===== src/rtl/attr_resolver_pkg.sv =====
package attr_resolver_pkg;
  localparam int RGN_CNT = 2;

  typedef struct packed {
    logic wrProt;
    logic precise;
    logic cacheable;
  } attr_t;

  typedef struct packed {
    logic               ldDflt;
    logic [RGN_CNT-1:0] ldRgn;
  } ld_strobe_t;

  localparam logic [1:0] SRC_DFLT = 2'd0;
  localparam logic [1:0] SEL_DFLT = 2'd2;
endpackage


===== src/rtl/attr_ctrl.sv =====
module attr_ctrl
  import attr_resolver_pkg::*;
(
  input  logic       clk,
  input  logic       rst_n,
  input  logic       wrEn,
  input  logic [1:0] wrSel,
  output ld_strobe_t ld
);
  always_comb begin
    ld = '0;
    if (wrEn) begin
      for (int i = 0; i < RGN_CNT; i++)
        if (wrSel == 2'(i)) ld.ldRgn[i] = 1'b1;
      if (wrSel == SEL_DFLT) ld.ldDflt = 1'b1;
    end
  end

  // at most one register loads per cycle
  a_r8_one_load: assert property (@(posedge clk) disable iff (!rst_n)
    $onehot0({ld.ldDflt, ld.ldRgn}));
  // select 3 loads nothing
  a_r9_sel3_idle: assert property (@(posedge clk) disable iff (!rst_n)
    (wrSel == 2'd3) |-> (ld == '0));
endmodule


===== src/rtl/attr_datapath.sv =====
module attr_datapath
  import attr_resolver_pkg::*;
#(
  parameter int ADDR_W = 32,
  parameter int CMP_W  = 8,
  parameter int WR_W   = 32
) (
  input  logic              clk,
  input  logic              rst_n,
  input  ld_strobe_t        ld,
  input  logic [WR_W-1:0]   wrData,
  input  logic              refValid,
  input  logic [ADDR_W-1:0] refAddr,
  output attr_t             attrOut,
  output logic              hitOut,
  output logic [1:0]        srcOut
);
  localparam int MASK_LSB = CMP_W;
  localparam int EN_BIT   = 2 * CMP_W;
  localparam int ATTR_LSB = EN_BIT + 1;
  localparam int RGN_W    = ATTR_LSB + 3;
  localparam int CMP_LSB  = ADDR_W - CMP_W;

  logic [RGN_W-1:0]   rgnReg [RGN_CNT];
  attr_t              dfltReg;
  logic [RGN_CNT-1:0] rgnMatch;
  logic [CMP_W-1:0]   addrTop;

  assign addrTop = refAddr[ADDR_W-1:CMP_LSB];

  for (genvar g = 0; g < RGN_CNT; g++) begin : gRgn
    logic [CMP_W-1:0] base, mask;
    logic             en;
    assign base = rgnReg[g][CMP_W-1:0];
    assign mask = rgnReg[g][MASK_LSB +: CMP_W];
    assign en   = rgnReg[g][EN_BIT];

    always_ff @(posedge clk or negedge rst_n)
      if (!rst_n)            rgnReg[g] <= '0;
      else if (ld.ldRgn[g])  rgnReg[g] <= wrData[RGN_W-1:0];

    assign rgnMatch[g] = en && (((addrTop ^ base) & ~mask) == '0);

    // a region disabled by the previous write cannot win now
    a_r6_disabled_miss: assert property (@(posedge clk) disable iff (!rst_n)
      (ld.ldRgn[g] && !wrData[EN_BIT]) |=> (srcOut != 2'(g + 1)));
  end

  always_ff @(posedge clk or negedge rst_n)
    if (!rst_n)         dfltReg <= '0;
    else if (ld.ldDflt) dfltReg <= attr_t'(wrData[2:0]);

  always_comb begin
    attrOut = '0;
    hitOut  = 1'b0;
    srcOut  = SRC_DFLT;
    if (refValid) begin
      attrOut = dfltReg;
      for (int i = RGN_CNT - 1; i >= 0; i--) begin
        if (rgnMatch[i]) begin
          attrOut = attr_t'(rgnReg[i][ATTR_LSB +: 3]);
          hitOut  = 1'b1;
          srcOut  = 2'(i + 1);
        end
      end
    end
  end

  // a new fallback word shows on the next fallback-sourced reference
  a_r8_dflt_next: assert property (@(posedge clk) disable iff (!rst_n)
    ($past(ld.ldDflt) && refValid && srcOut == SRC_DFLT)
      |-> (attrOut == attr_t'($past(wrData[2:0]))));
  // nothing is asserted without a reference
  a_r11_idle_quiet: assert property (@(posedge clk) disable iff (!rst_n)
    !refValid |-> (attrOut == '0 && !hitOut && srcOut == SRC_DFLT));
  // hit flag and source code agree
  a_r5_hit_src: assert property (@(posedge clk) disable iff (!rst_n)
    hitOut |-> (srcOut != SRC_DFLT));
  // unchanged address and no write keep the result stable
  a_r8_hold: assert property (@(posedge clk) disable iff (!rst_n)
    ($stable(refAddr) && $stable(refValid) && $past(ld) == '0)
      |-> ($stable(attrOut) && $stable(srcOut)));
endmodule


===== src/rtl/attr_resolver.sv =====
module attr_resolver
  import attr_resolver_pkg::*;
#(
  parameter int ADDR_W = 32,
  parameter int CMP_W  = 8,
  parameter int WR_W   = 32
) (
  input  logic              clk,
  input  logic              rst_n,
  input  logic              wrEn,
  input  logic [1:0]        wrSel,
  input  logic [WR_W-1:0]   wrData,
  input  logic              refValid,
  input  logic              refDebug,
  input  logic [ADDR_W-1:0] refAddr,
  output logic              attrCacheable,
  output logic              attrPrecise,
  output logic              attrWrProt,
  output logic              attrHit,
  output logic [1:0]        attrSrc
);
  ld_strobe_t ldStb;
  attr_t      attrEff;
  logic       debugUnused;

  // Core and debug references resolve identically.
  assign debugUnused = refDebug;

  attr_ctrl uCtrl (
    .clk(clk), .rst_n(rst_n), .wrEn(wrEn), .wrSel(wrSel), .ld(ldStb)
  );

  attr_datapath #(.ADDR_W(ADDR_W), .CMP_W(CMP_W), .WR_W(WR_W)) uDp (
    .clk(clk), .rst_n(rst_n), .ld(ldStb), .wrData(wrData),
    .refValid(refValid), .refAddr(refAddr),
    .attrOut(attrEff), .hitOut(attrHit), .srcOut(attrSrc)
  );

  assign attrCacheable = attrEff.cacheable;
  assign attrPrecise   = attrEff.precise;
  assign attrWrProt    = attrEff.wrProt;
endmodule


===== config.mk =====
export PLATFORM = sky130hd
export DESIGN_NAME = attr_resolver
export DESIGN_NICKNAME = d
export VERILOG_FILES = /design/src/rtl/attr_resolver_pkg.sv /design/src/rtl/attr_ctrl.sv /design/src/rtl/attr_datapath.sv /design/src/rtl/attr_resolver.sv
export SDC_FILE = /design/constraint.sdc
export NUM_CORES = 1
export LEC_CHECK = 0
export ABC_AREA = 1
export CORE_ASPECT_RATIO = 0.7
export CORE_MARGIN = 4
export CORE_UTILIZATION = 40
export CTS_BUF_LIST = sky130_fd_sc_hd__clkbuf_8
export DETAILED_ROUTE_END_ITERATION = 12
export DONT_BUFFER_PORTS = 1
export GPL_TIMING_DRIVEN = 1
export PLACE_DENSITY = 0.51
export SLEW_MARGIN = 0
export SYNTH_ARGS = -nofsm -noshare
export SYNTH_HDL_FRONTEND = slang
export SYNTH_SLANG_ARGS = --single-unit

===== constraint.sdc =====
create_clock -name clk -period 2.3 [get_ports clk]
set_input_delay 0.115 -clock clk [delete_from_list [all_inputs] [get_ports clk]]
set_output_delay 0.115 -clock clk [all_outputs]
set_load 0.02 [all_outputs]

==> impl_results.md <==
* Run status: completed
* EDFF count, synth at 0
* Pleak at 1.28 nW
* Setup TNS at 0 ps
* H-Tree Depth at 2
* Clk_skew at 0 ps
* Synth Area in XOR/XNOR at 0
* Number of synthesized register bits at 43
* Vias in the first global route at 1492
* DR WL/cell at 11.7 um
* Initial antenna violation count at 0
* Die Y at 68.7 um
* GR Overflow Total at 0
* Post_cts resized at 0
* TritonCTS clock tree: yes
* Slew HR at 0.579
* Fillers at 521
* Setup crit end kind: output pin
* Initial core utilization at 0.426
* Critical path type: flip-flop to output pin
* Simple logic cell fraction of the synthesized area at 0.267
* Iteration-0 DRC Markers at 41
* Path depth of the worst reg2reg path at 2
* Area delta synth->final at 16.6%
* Mean Syn Cell Area at 7.60 um^2
* Clock slew at reported path FFs at 80 ps
* Worst Max-Slew Pin Slew at 627 ps
* Final setup viols at 0
* Placer Congestion at 0.729
* Seq/Total Area, Yosys at 0.511
* Vias/cell at 4.51
* RSZ-0062 raised after global routing: false
* Largest family of logic cells by synthesized area: simple AND/OR/NAND/NOR gates
* Cell taking the most area after synthesis: dfrtp_1
* CP Max Fanout at 5
* Worst Path Required at 2180 ps
* Core ar. at 0.00494 mm^2
* Row count at 21
* Final layout net count at 367
* Area contributors post-synth: dfrtp_1 (51%), nand2_1 (16%), o21ai_0 (10%), inv_1 (7.5%), nand3_1 (2.9%)
* Share of cells above drive strength 1 at 0.0741
* Most frequent cell after synthesis: nand2_1
* Number of port buffers at 0
* Worst VDD drop at 0.319 mV
* Startpoint Class: flip-flop
* Hold Path Depth at 2
* Overall Global Routing Usage at 0.140
* WP data arrival at 1820 ps
* Post-synth top cells: nand2_1 (91), dfrtp_1 (43), o21ai_0 (43)
* Routed Antenna Nets at 0
* Hold Crit Class: primary input to flip-flop
* Ys async rst share at 1.00
* DR vias at 1652
* Top-area cell type share of the netlist area at 0.511
* Tcrit/Tclk final at 0.841
* Top FF cell, synth: dfrtp_1
* Hold violation count in the final report at 0
* Cell variety after synth at 22
* Ys Warns at 0
* First-pass GRT wire length at 6970 um
* Longest Clk Path Bufs at 2
* Setup bufs post-CTS at 0
* Max frequency at 517 MHz
* Routed WL at 4300 um
* Pre-antenna DRT Iters at 4
* PwrDens at 707 mW/mm^2
* Post-synthesis cell count at 277
* Mux contribution to synthesized area at 0
* Fin crit period at 1930 ps
* Largest net degree at the start of global routing at 44
* Cts bufs inserted at 5
* CTS sink cnt at 43
* Worst hold slack at 12.8 ps
* Die area at 0.00651 mm^2
* Adder-Cell Fraction of Synth Area at 0
* DRC viols at 0
* Skew-Pair Late Insertion Delay at 290 ps
* Max_cap viols at 0
* Die X at 94.7 um
* Syn nets at 348
* Mapped Area at 0.00211 mm^2
* Slew Limit Fails at 0
* Num ports at 77
* Dpl hpwl at 3000 um
* Antenna Cells at 0
* Root buf cell: clkbuf_8
* Synth Area in Compound Gates at 0.119
[layer usage]
metal	global-route usage	vias up	share of wire
met2	0.212	29	0.43
met1	0.199	738	0.52
met3	0.0380	2	0.050
met4	0.0378	0	0.0044
li1	-	883	-
met5	0	-	0
[final timing paths]
kind                                              endpoint  slack [ps]                             from
setup / recovery                                attrSrc[1]         370  uDp.gRgn[1].base[0]$_DFFE_PN0P_
hold / removal                  uDp.dfltReg[1]$_DFFE_PN0P_          10                        wrData[1]
setup reg to reg                uDp.rgnReg[38]$_DFFE_PN0P_        1600       uDp.rgnReg[38]$_DFFE_PN0P_
hold reg to reg            uDp.gRgn[0].mask[1]$_DFFE_PN0P_         490  uDp.gRgn[0].mask[1]$_DFFE_PN0P_
max in group asynchronous  uDp.gRgn[1].mask[4]$_DFFE_PN0P_        1770                            rst_n
min in group asynchronous  uDp.gRgn[0].base[3]$_DFFE_PN0P_         320                            rst_n
[report_power, final]
group          total [W]  switching [W]  internal (W)
combinational   0.000335       0.000195      0.000141
clock           0.000450       0.000246      0.000204
sequential      0.000952      0.0000761      0.000876
total            0.00174       0.000517       0.00122
[flip-flops by register name, summed over array words and instances (netlist names)]
signal and cells:
uDp.gRgn.mask 16, uDp.rgnReg 6, uDp.gRgn.en 2, uDp.gRgn.base 16
uDp.dfltReg 3
[critical path, stage by stage (launching register included)]
cell and delay (ps):
dfrtp_1 410, inv_1 60, nand2_1 40, nand3_1 70, nand2_1 50, nor2_1 190, nand3_2 160, nor3_1 550
[cell families after synthesis]
kind of cell    Yosys count
flops                    43
buf+inv                  57
compound gates           49
simple gates            128
[per-stage QoR]
| step | util | worst slack, ps | instance area (um^2) | std cells | power, W |
|---|---|---|---|---|---|
| final | 0.497 | 366 | 2460 | 366 | 0.00174 |
| after detailed placement | 0.441 | 663 | 2180 | 340 | 0.00127 |
| after CTS | 0.497 | 332 | 2460 | 366 | 0.00177 |
| after global routing | 0.497 | 212 | 2460 | 366 | 0.00187 |
| after floorplan | - | 831 | 2110 | 277 | 0.00120 |
| after global placement | 0.441 | 675 | 2180 | 340 | 0.00126 |
[cell usage in the layout, fill, tap and decap left out, drive strengths merged]
cell         netlist  layout
a21oi              4       4
nor2              15      15
dfrtp             43      43
o21bai             1       1
dlygate4sd3        0      17
nand2             92      92
clkbuf             8       5
o21ai             44      44
inv               44      46
buf                0       3
nor3               2       2
or2                3       3
clkinv             5       6
nand3b             2       2
nand3             14      14
[repair_timing]
action	in CTS	in global routing
endpoints found under the setup margin	0	0
hold buffers	18	0
endpoints found under the hold margin	69	0
[layout make-up]
| cell class | instances | area [um^2] | share of cell area |
|---|---|---|---|
| Sequential cell | 43 | 1080 | 0.438 |
| Multi-Input combinational cell | 177 | 815 | 0.332 |
| Timing Repair Buffer | 20 | 213 | 0.0866 |
| Inverter | 49 | 185 | 0.0754 |
| Tap cell | 69 | 86.3 | 0.0352 |
| Clock buffer | 5 | 68.8 | 0.0280 |
| Clock inverter | 3 | 12.5 | 0.00509 |
(Power assumes the default switching activity.)
